**src/rtl/wbx_pkg.sv**
```systemverilog
package wbx_pkg;

    localparam int DEF_WW = 32;
    localparam int DEF_NW = 8;
    localparam int DEF_AW = 16;

    typedef struct packed {
        logic wide;
        logic err;
        logic last;
    } pick_t;

endpackage

```
**src/rtl/wbx_slot_pick.sv**
```systemverilog
module wbx_slot_pick
    import wbx_pkg::*;
#(
    parameter int NW = DEF_NW,
    localparam int PW = $clog2(NW)
) (
    input  logic [PW-1:0] ptr,
    input  logic [NW-1:0] inh,
    input  logic          flag_top,
    output pick_t         info,
    output logic [PW:0]   nxt
);
    logic [PW-1:0] ptr1;
    logic          wide;

    always_comb begin
        ptr1 = ptr + PW'(1);
        wide = inh[ptr] && (ptr != PW'(NW - 1));
        nxt  = {1'b0, ptr} + (wide ? (PW+1)'(2) : (PW+1)'(1));
        info.wide = wide;
        info.last = (nxt >= (PW+1)'(NW));
        info.err  = (wide && inh[ptr1]) || (info.last && flag_top);
    end
endmodule

```
**src/rtl/wbx_word_sel.sv**
```systemverilog
module wbx_word_sel
    import wbx_pkg::*;
#(
    parameter int NW = DEF_NW,
    parameter int WW = DEF_WW,
    localparam int PW = $clog2(NW)
) (
    input  logic [NW*WW-1:0] line_q,
    input  logic [PW-1:0]    ptr,
    input  logic             wide,
    output logic [2*WW-1:0]  data
);
    logic [WW-1:0] words [NW];
    logic [PW-1:0] ptr1;

    for (genvar i = 0; i < NW; i++) begin : g_word
        assign words[i] = line_q[i*WW +: WW];
    end

    always_comb begin
        ptr1 = ptr + PW'(1);
        data = {words[ptr], (wide ? words[ptr1] : {WW{1'b0}})};
    end
endmodule

```
**src/rtl/wbx_line_hold.sv**
```systemverilog
module wbx_line_hold
    import wbx_pkg::*;
#(
    parameter int NW = DEF_NW,
    parameter int WW = DEF_WW,
    parameter int AW = DEF_AW,
    localparam int PW = $clog2(NW)
) (
    input  logic             clk,
    input  logic             rst,
    input  logic             acc,
    input  logic             rel,
    input  logic             adv,
    input  logic             redir,
    input  logic [PW-1:0]    redir_off,
    input  logic [NW*WW-1:0] in_data,
    input  logic [AW-1:0]    in_addr,
    input  logic [PW:0]      nxt,
    output logic             have,
    output logic [NW*WW-1:0] line_q,
    output logic [AW-1:0]    addr_q,
    output logic [NW-1:0]    inh_q,
    output logic [NW-1:0]    flag_q,
    output logic [PW-1:0]    ptr_q
);
    localparam logic [NW-1:0] KEEP = {1'b0, {(NW-1){1'b1}}};

    logic [NW-1:0] flag_in;
    logic [NW-1:0] carry_q;
    logic [PW-1:0] start_q;

    for (genvar i = 0; i < NW; i++) begin : g_flag
        assign flag_in[i] = in_data[i*WW + WW - 1];
    end

    always_ff @(posedge clk) begin
        if (rst) begin
            have    <= 1'b0;
            line_q  <= '0;
            addr_q  <= '0;
            inh_q   <= '0;
            flag_q  <= '0;
            ptr_q   <= '0;
            carry_q <= '0;
            start_q <= '0;
        end else if (redir) begin
            have    <= 1'b0;
            carry_q <= '0;
            start_q <= redir_off;
        end else begin
            if (rel) begin
                have    <= 1'b0;
                carry_q <= flag_q & KEEP;
            end
            if (acc) begin
                have    <= 1'b1;
                line_q  <= in_data;
                addr_q  <= in_addr;
                flag_q  <= flag_in;
                ptr_q   <= start_q;
                start_q <= '0;
                inh_q   <= rel ? (flag_q & KEEP) : carry_q;
            end else if (adv && !rel) begin
                ptr_q <= nxt[PW-1:0];
            end
        end
    end
endmodule

```
**src/rtl/wbx_extract.sv**
```systemverilog
module wbx_extract
    import wbx_pkg::*;
#(
    parameter int NW = DEF_NW,
    parameter int WW = DEF_WW,
    parameter int AW = DEF_AW,
    localparam int PW = $clog2(NW)
) (
    input  logic               clk,
    input  logic               rst,
    input  logic               line_valid,
    output logic               line_ready,
    input  logic [NW*WW-1:0]   line_data,
    input  logic [AW-1:0]      line_addr,
    input  logic               redir_valid,
    input  logic [PW-1:0]      redir_off,
    output logic               ins_valid,
    input  logic               ins_ready,
    output logic [2*WW-1:0]    ins_data,
    output logic               ins_wide,
    output logic [AW+PW-1:0]   ins_addr,
    output logic               ins_err
);
    logic             have;
    logic [NW*WW-1:0] line_q;
    logic [AW-1:0]    addr_q;
    logic [NW-1:0]    inh_q;
    logic [NW-1:0]    flag_q;
    logic [PW-1:0]    ptr_q;
    logic [PW:0]      nxt;
    pick_t            info;
    logic             fire;
    logic             rel;
    logic             acc;

    assign ins_valid  = have && !redir_valid;
    assign fire       = ins_valid && ins_ready;
    assign rel        = fire && info.last;
    assign line_ready = !redir_valid && (!have || rel);
    assign acc        = line_valid && line_ready;

    wbx_line_hold #(.NW(NW), .WW(WW), .AW(AW)) u_hold (
        .clk       (clk),
        .rst       (rst),
        .acc       (acc),
        .rel       (rel),
        .adv       (fire),
        .redir     (redir_valid),
        .redir_off (redir_off),
        .in_data   (line_data),
        .in_addr   (line_addr),
        .nxt       (nxt),
        .have      (have),
        .line_q    (line_q),
        .addr_q    (addr_q),
        .inh_q     (inh_q),
        .flag_q    (flag_q),
        .ptr_q     (ptr_q)
    );

    wbx_slot_pick #(.NW(NW)) u_pick (
        .ptr      (ptr_q),
        .inh      (inh_q),
        .flag_top (flag_q[NW-1]),
        .info     (info),
        .nxt      (nxt)
    );

    wbx_word_sel #(.NW(NW), .WW(WW)) u_sel (
        .line_q (line_q),
        .ptr    (ptr_q),
        .wide   (info.wide),
        .data   (ins_data)
    );

    assign ins_wide = info.wide;
    assign ins_err  = info.err;
    assign ins_addr = {addr_q, ptr_q};
endmodule

```
**config.mk**
```make
export PLATFORM = sky130hd
export DESIGN_NAME = wbx_extract
export DESIGN_NICKNAME = d
export VERILOG_FILES = /design/src/rtl/wbx_pkg.sv /design/src/rtl/wbx_slot_pick.sv /design/src/rtl/wbx_word_sel.sv /design/src/rtl/wbx_line_hold.sv /design/src/rtl/wbx_extract.sv
export SDC_FILE = /design/constraint.sdc
export NUM_CORES = 1
export LEC_CHECK = 0
export BUFFER_PORTS_ARGS = -buffer_cell sky130_fd_sc_hd__buf_2
export CAP_MARGIN = 10
export CORE_AREA = 2 2 243 245
export DETAILED_ROUTE_END_ITERATION = 8
export DIE_AREA = 0 0 245 247
export PLACE_DENSITY = 0.44
export SLEW_MARGIN = 20
export SYNTH_ARGS = -nofsm -noshare
export SYNTH_HDL_FRONTEND = slang
export SYNTH_SLANG_ARGS = --single-unit
```
**constraint.sdc**
```tcl
create_clock -name clk -period 3 [get_ports clk]
set_input_delay 0.6 -clock clk [delete_from_list [all_inputs] [get_ports clk]]
set_output_delay 0.6 -clock clk [all_outputs]
set_load 0.02 [all_outputs]
```
==> impl_metrics.toml, run 1 <==
[detailed_routing]
drc = 0
drt-wirelength-per-cell_um = 21.72
drtAntennaViolNets = 0
dr.pass1.iters = 5
vias = 13400
viasPerCell = 4.837
detail_route.iter0.violations = 799
drt_wl_total_um = 60140

[placed_design]
dp.cells = 2602
hpwlAfterDp_um = 31970
place.gp.congestion = 0.7521
place_area_mm2 = 0.01707
numPortBuffers = 366

[critical_path]
cp-start-kind = "flip-flop"
endpoint_kind = "output pin"
crit_arrival_ps = 2650
worstSetupPathType = "reg2out"
path_max_fanout = 5
critical_path_required_ps = 2400

[timing]
setup_ws_ps = -250.0
tightest_slew_ps = 923.6
relSlewSlack_pct = 38.42
fin_crit_sh_pct = 108.3
finalHoldViolCount = 0
setup_violations = 286
skew_ps = 11.07
period_minus_slack_ps = 3250
rsz0062_at_grt = "true"
slew_violations = 0
fmax_mhz = 307.7

[global_route]
antenna_found_initial = 3
grt-ovfl-total = 0
grt_pass1_vias = 12760
grt_max_degree = 135
grt_pass1_wl_um = 77690
groute.usage.overall_pct = 16.81

[job]
max_cap_viol_count = 0

[floorplanning]
die_h_um = 247
fp.dieArea_mm2 = 0.06052
core_mm2 = 0.05824
rows = 89
initial_core_util_pct = 24.53
die_w_um = 245
io_pins = 367

[logic_synthesis]
yosysTopAreaCellShare_pct = 41.35
synth_top_cells_by_area = "dfxtp_1 (41%), mux4_2 (21%), nand2_1 (14%), a21oi_1 (9.8%), mux2i_1 (2.9%)"
synth_cells = 1556
yosysTopAreaCell = "dfxtp_1"
ys_seq_elements = 295
yosysWarnings = 0
seq_area_frac_synth_pct = 41.35
avgSynthCellArea_um2 = 9.180
syn-num-nets = 1841
netlist-cell-type-count = 31
syn-cell-area_mm2 = 0.01428

[finish]
fillers = 5905
fin_nets = 2251
final_cells = 2769
syn_to_final_growth_pct = 48.34
multi_input_area_mm2 = 0.008319
finalInstanceArea_mm2 = 0.02119
drive_gt1_share_pct = 46.09
seq_area_mm2 = 0.005914

[power]
leakage_uw = 0.008183
power.internal_uw = 8046
p_switching_uw = 3022
power_per_cell_area_mw_per_mm2 = 522.4
swShare_pct = 27.30
combPwrFrac_pct = 18.9
peakVddDrop_v = 0.0002676
pwr-share-clk_pct = 42.8
seq_power_share_pct = 38.3

[hold_path]
hp-class = "in2reg"

[clock_tree]
clock_latency_ps = 550
cts_root_buffer = "clkbuf_16"
clkSinkCount = 295
cts_buffers = 38
clock_path_buffers = 3
cts_hold_buf = 0
path_clk_slew_ps = 60
h-tree-depth = 2
cts_tree = "done"

[outcome]
status = "finished, violations left"
violations = "negative setup slack"
worst max-delay path, stage by stage (launching register included):
cell and delay (ps):
dfxtp_4 390, mux4_2 510, mux2i_1 150, or2_4 150, inv_4 40, ha_4 250, a21o_4 110, nand4_1 170
a21oi_4 200, buf_6 140
layout make-up:
cell class                      count  share of cell area [%]
Tap cell                          773                   4.565
Antenna cell                        2                 0.02362
Clock inverter                      6                  0.1535
Multi-Input combinational cell   1119                   39.26
Inverter                            3                 0.06496
Sequential cell                   295                   27.91
Timing Repair Buffer              509                   21.99
Clock buffer                       62                   6.029
cells in the mapped netlist:
master	n
nor2_1	50
a211oi_1	8
mux4_2	132
o21ai_0	1
nor3b_1	1
nand2_1	549
nand4_1	1
or2_1	1
clkbuf_1	55
o31ai_1	2
ha_1	4
nor2b_1	2
buf_6	6
fa_1	1
o311a_1	1
buf_2	65
a41o_1	1
nor3_1	1
mux2_2	33
mux2i_1	42
a41oi_1	1
clkbuf_2	1
nand3_1	2
a21oi_1	279
nand3b_1	5
or2_2	1
inv_1	3
buf_1	4
a21o_1	1
dfxtp_1	295
buf_4	8
through the flow:
step                util [%]  setup TNS (ps)  setup WS (ps)  total power [µW]  hold slack, ps
CTS                    32.85           -9603         -320.4             10870           240.7
detailed placement     29.31               0          5.671              5795           427.8
floorplan                  -           -9638         -211.7              5207           409.9
global route           36.38          -52300         -371.9             11500           263.3
global placement       29.31               0          51.94              5773           427.0
finish                 36.38          -20490         -250.0             11070           285.8
power by group through the flow:
stage | logic [µW] | clock network [µW] | registers (µW)
floorplan | 923 | 0 | 4280
global placement | 1470 | 0 | 4300
detailed placement | 1480 | 0 | 4310
CTS | 1750 | 4890 | 4230
global route | 2230 | 5020 | 4260
finish | 2090 | 4740 | 4230
final timing paths:
kind / startpoint / to / slack (ps) / depth (start not counted)
worst max-delay path: u_hold.ptr_q[0]$_SDFFE_PP0P_ / line_ready / -250 / 9
worst min-delay path: line_data[161] / u_hold.line_q[161]$_SDFFE_PP0P_ / 290 / 3
worst max register to register: u_hold.ptr_q[0]$_SDFFE_PP0P_ / u_hold.line_q[47]$_SDFFE_PP0P_ / -160 / 13
worst min register to register: u_hold.carry_q[7]$_SDFF_PP0_ / u_hold.carry_q[7]$_SDFF_PP0_ / 440 / 2
layer usage:
layer / vias to the layer above / global-route usage (%) / routed length [µm]
met5: - / 0 / 9
met1: 6691 / 22.45 / 26270
met2: 379 / 28.10 / 29810
met3: 69 / 2.735 / 2870
li1: 6254 / - / -
met4: 2 / 4.591 / 1179
cell families after synthesis:
group / share of synthesized area, %
AOI/OAI and AO/OA: 10.59
adders and majority gates: 0.4906
buffers and inverters: 4.835
DFF: 41.35
muxes: 26.36
and+or+nand+nor: 16.38
cell usage in the layout (no fill, tap or decap), types with 6 or more instances in the layout:
| master | n |
|---|---|
| nand2_1 | 445 |
| buf_2 | 346 |
| mux2i_1 | 42 |
| buf_16 | 20 |
| mux2_2 | 33 |
| a21oi_1 | 217 |
| mux4_2 | 132 |
| buf_6 | 12 |
| a211oi_1 | 7 |
| buf_8 | 16 |
| nor2_1 | 49 |
| clkbuf_16 | 79 |
| nand2_2 | 97 |
| clkbuf_8 | 14 |
| dfxtp_1 | 292 |
| nand2_4 | 7 |
| a21oi_2 | 61 |
| buf_4 | 41 |
| buf_12 | 34 |
| clkbuf_1 | 6 |
state kept, by name, summed over array words and instances (netlist names):
name,flops
u_hold.ptr_q,3
u_hold.flag_q,8
u_hold.inh_q,8
u_hold.addr_q,16
u_hold.start_q,3
u_hold.have,1
u_hold.carry_q,8
u_hold.line_q,248
repair_timing:
action / 4_1_cts / 5_1_grt
gates resized for setup: 47 / 249
cloned: 16 / 53
setup buffers: 13 / 18
pin swaps: 8 / 115
endpoints found under the setup margin: 68 / 341
No activity file was read; power rests on OpenSTA's default activity.
==> run 2: changes to the inputs <==
- PLACE_DENSITY: 0.44 -> 0.42
- clock period: 3 -> 3.5 ns (I/O delays scaled with it)
==> run 2 against run 1 <==
  * The run now ends clean
  * Via count down 6.8%
  * Clock power down 18%
  * Combinational power down 40%
  * Clock-buffer cell count down 6
  * Hold slack better by 100 ps
  * Sequential power down 14%
  * Die area unchanged
  * Power down 21%
  * Global-route usage down 1.6 points
  * Critical path type unchanged
  * Highest routed layer unchanged
==> impl_metrics.toml, run 2 (synthesis gave the netlist of run 1 again) <==
[finish]
final_common_cell = "nand2_1"
largest_register_ffs = 248
reg_top3 = "u_hold.line_q: 248 flops, u_hold.addr_q: 16 flops"
drive_gt1_share_pct = 33.92
syn_to_final_growth_pct = 27.94
fin_util_pct = 31.38
fin_nets = 2150
layout_common_cells = "nand2_1 (549), buf_2 (364), dfxtp_1 (292)"
top_register = "u_hold.line_q"
finalInstanceArea_mm2 = 0.01828

[critical_path]
startpoint = "u_hold.ptr_q[0]$_SDFFE_PP0P_"
reg2reg_to = "u_hold.line_q[176]$_SDFFE_PP0P_"
cpPeakStageDelay_ps = 510
crit_arrival_ps = 2710
ff2ff_path_depth = 11
path_buf_inv = 2
critical_path_required_ps = 2800
path_depth = 9
cp-start-kind = "flip-flop"
cp_cell_sequence = "mux4_2 > mux2i_1 > or2_4 > inv_4 > ha_4 > a21o_4 > nand4_1 > a21oi_4 > buf_6"
r2r-start = "u_hold.ptr_q[0]$_SDFFE_PP0P_"
r2r_setup_slack_ps = 470
path_max_fanout = 6
endpoint_kind = "output pin"
worstSetupEndpoint = "line_ready"
worst_path_max_delay_cell = "mux4_2"
path_delay_family = "multiplexers"
worstSetupPathType = "reg2out"

[power]
leakage_uw = 0.006963
power_per_cell_area_mw_per_mm2 = 480.9
pwr-share-clk_pct = 44.5
swShare_pct = 26.40
power_uw = 8788
peakVddDrop_v = 0.0002647
seq_power_share_pct = 41.3
combPwrFrac_pct = 14.2
power.internal_uw = 6467
p_switching_uw = 2320

[clock_tree]
h-tree-depth = 2
path_clk_slew_ps = 50
clock_path_buffers = 3
cts_buffers = 38
cts_root_buffer = "clkbuf_16"
clock_latency_ps = 550
clkSinkCount = 295
cts_hold_buf = 0
cts_tree = "done"

[timing]
relSlewSlack_pct = 46.90
fin_crit_sh_pct = 97.42
setup_violations = 0
fmax_mhz = 293.3
hold_slack_ps = 388.6
rsz0062_at_grt = "true"
skew_ps = 12.76
period_minus_slack_ps = 3410
finalHoldViolCount = 0
tightest_slew_ps = 796.5
slew_violations = 0

[detailed_routing]
detail_route.iter0.violations = 586
drt-wirelength-per-cell_um = 17.63
viasPerCell = 4.684
dr.pass1.iters = 5
drc = 0
drt_wl_total_um = 46990
vias = 12480
drtAntennaViolNets = 0

[floorplanning]
die_w_um = 245
die_h_um = 247
rows = 89
initial_core_util_pct = 24.53
io_pins = 367
core_mm2 = 0.05824
fp.dieArea_mm2 = 0.06052

[placed_design]
hpwlAfterDp_um = 31560
place.gp.congestion = 0.7532
place_area_mm2 = 0.01691
numPortBuffers = 366

[global_route]
antenna_found_initial = 3
grt_max_degree = 138
grt-ovfl-total = 0
grt_pass1_wl_um = 72280
grt_pass1_vias = 12590
groute.usage.overall_pct = 15.19

[job]
max_cap_viol_count = 0

[outcome]
status = "finished, final reports clean"

[hold_path]
hp-class = "in2reg"
-- run 2: cell count changes in the layout (fill, tap and decap cells not counted), sizes merged --
cell / previous run / this run
clkinvlp: 1 / 0
buf: 469 / 408
bufbuf: 3 / 0
clkinv: 5 / 7
clkbuf: 99 / 56
bufinv: 0 / 2
-- run 2: worst min-delay path by stage --
| stage | from | to | slack (ps) | cells after the start |
|---|---|---|---|---|
| 2_1_floorplan | u_hold.carry_q[7]$_SDFF_PP0_ | u_hold.carry_q[7]$_SDFF_PP0_ | 410 | 2 |
| 3_3_place_gp | u_hold.carry_q[7]$_SDFF_PP0_ | u_hold.carry_q[7]$_SDFF_PP0_ | 430 | 2 |
| 3_5_place_dp | u_hold.carry_q[7]$_SDFF_PP0_ | u_hold.carry_q[7]$_SDFF_PP0_ | 420 | 2 |
| 4_1_cts | line_data[53] | u_hold.line_q[53]$_SDFFE_PP0P_ | 350 | 3 |
| 5_1_grt | line_data[51] | u_hold.line_q[51]$_SDFFE_PP0P_ | 370 | 3 |
| 6_report | line_data[36] | u_hold.line_q[36]$_SDFFE_PP0P_ | 390 | 3 |
-- run 2: timing repair --
action / CTS / global route
resized for setup: 5 / 5
gates cloned: 0 / 0
buffers inserted: 6 / 3
pin swaps: 3 / 4
setup endpoints to repair: 11 / 2
-- run 2: power by group through the flow --
stage | Clock, µW | Combinational [µW] | Sequential [µW]
2_1_floorplan | 0 | 788 | 3670
3_3_place_gp | 0 | 1240 | 3690
3_5_place_dp | 0 | 1250 | 3700
4_1_cts | 4060 | 1270 | 3620
5_1_grt | 4180 | 1370 | 3650
6_report | 3910 | 1250 | 3630
-- run 2: layout make-up --
| cell class | instances | area (µm²) |
|---|---|---|
| Tap cell | 773 | 967.2 |
| Antenna cell | 2 | 5.005 |
| Sequential cell | 295 | 5914 |
| Multi-Input combinational cell | 1119 | 7776 |
| Fill cell | 6208 | 39960 |
| Inverter | 3 | 13.76 |
| Clock buffer | 56 | 1132 |
| Clock inverter | 9 | 98.84 |
| Timing Repair Buffer | 408 | 2367 |
-- run 2: routing by layer --
metal	global-route usage, %	vias up	share of wire (%)
met1	20.01	6116	45
met2	25.54	284	48
li1	-	6017	-
met3	2.594	64	4.6
met5	0	-	0.028
met4	4.358	2	2.0
-- run 2: metrics by stage --
stage          cells  setup WS, ps  TNS [ps]
6_report        2665         90.38         0
5_1_grt         2665        -24.08    -24.08
4_1_cts         2660         11.24         0
3_5_place_dp    2589         380.7         0
3_3_place_gp    2589         386.3         0
2_1_floorplan   1556         50.45         0
-- run 2: worst reg2reg max path: cells and delay by family (launching register included) --
kind,cells,cell delay [ps]
muxes,2,660
AOI/OAI and AO/OA,3,590
buffers and inverters,3,530
and+or+nand+nor,2,550
DFF,1,380
adders and majority gates,1,250
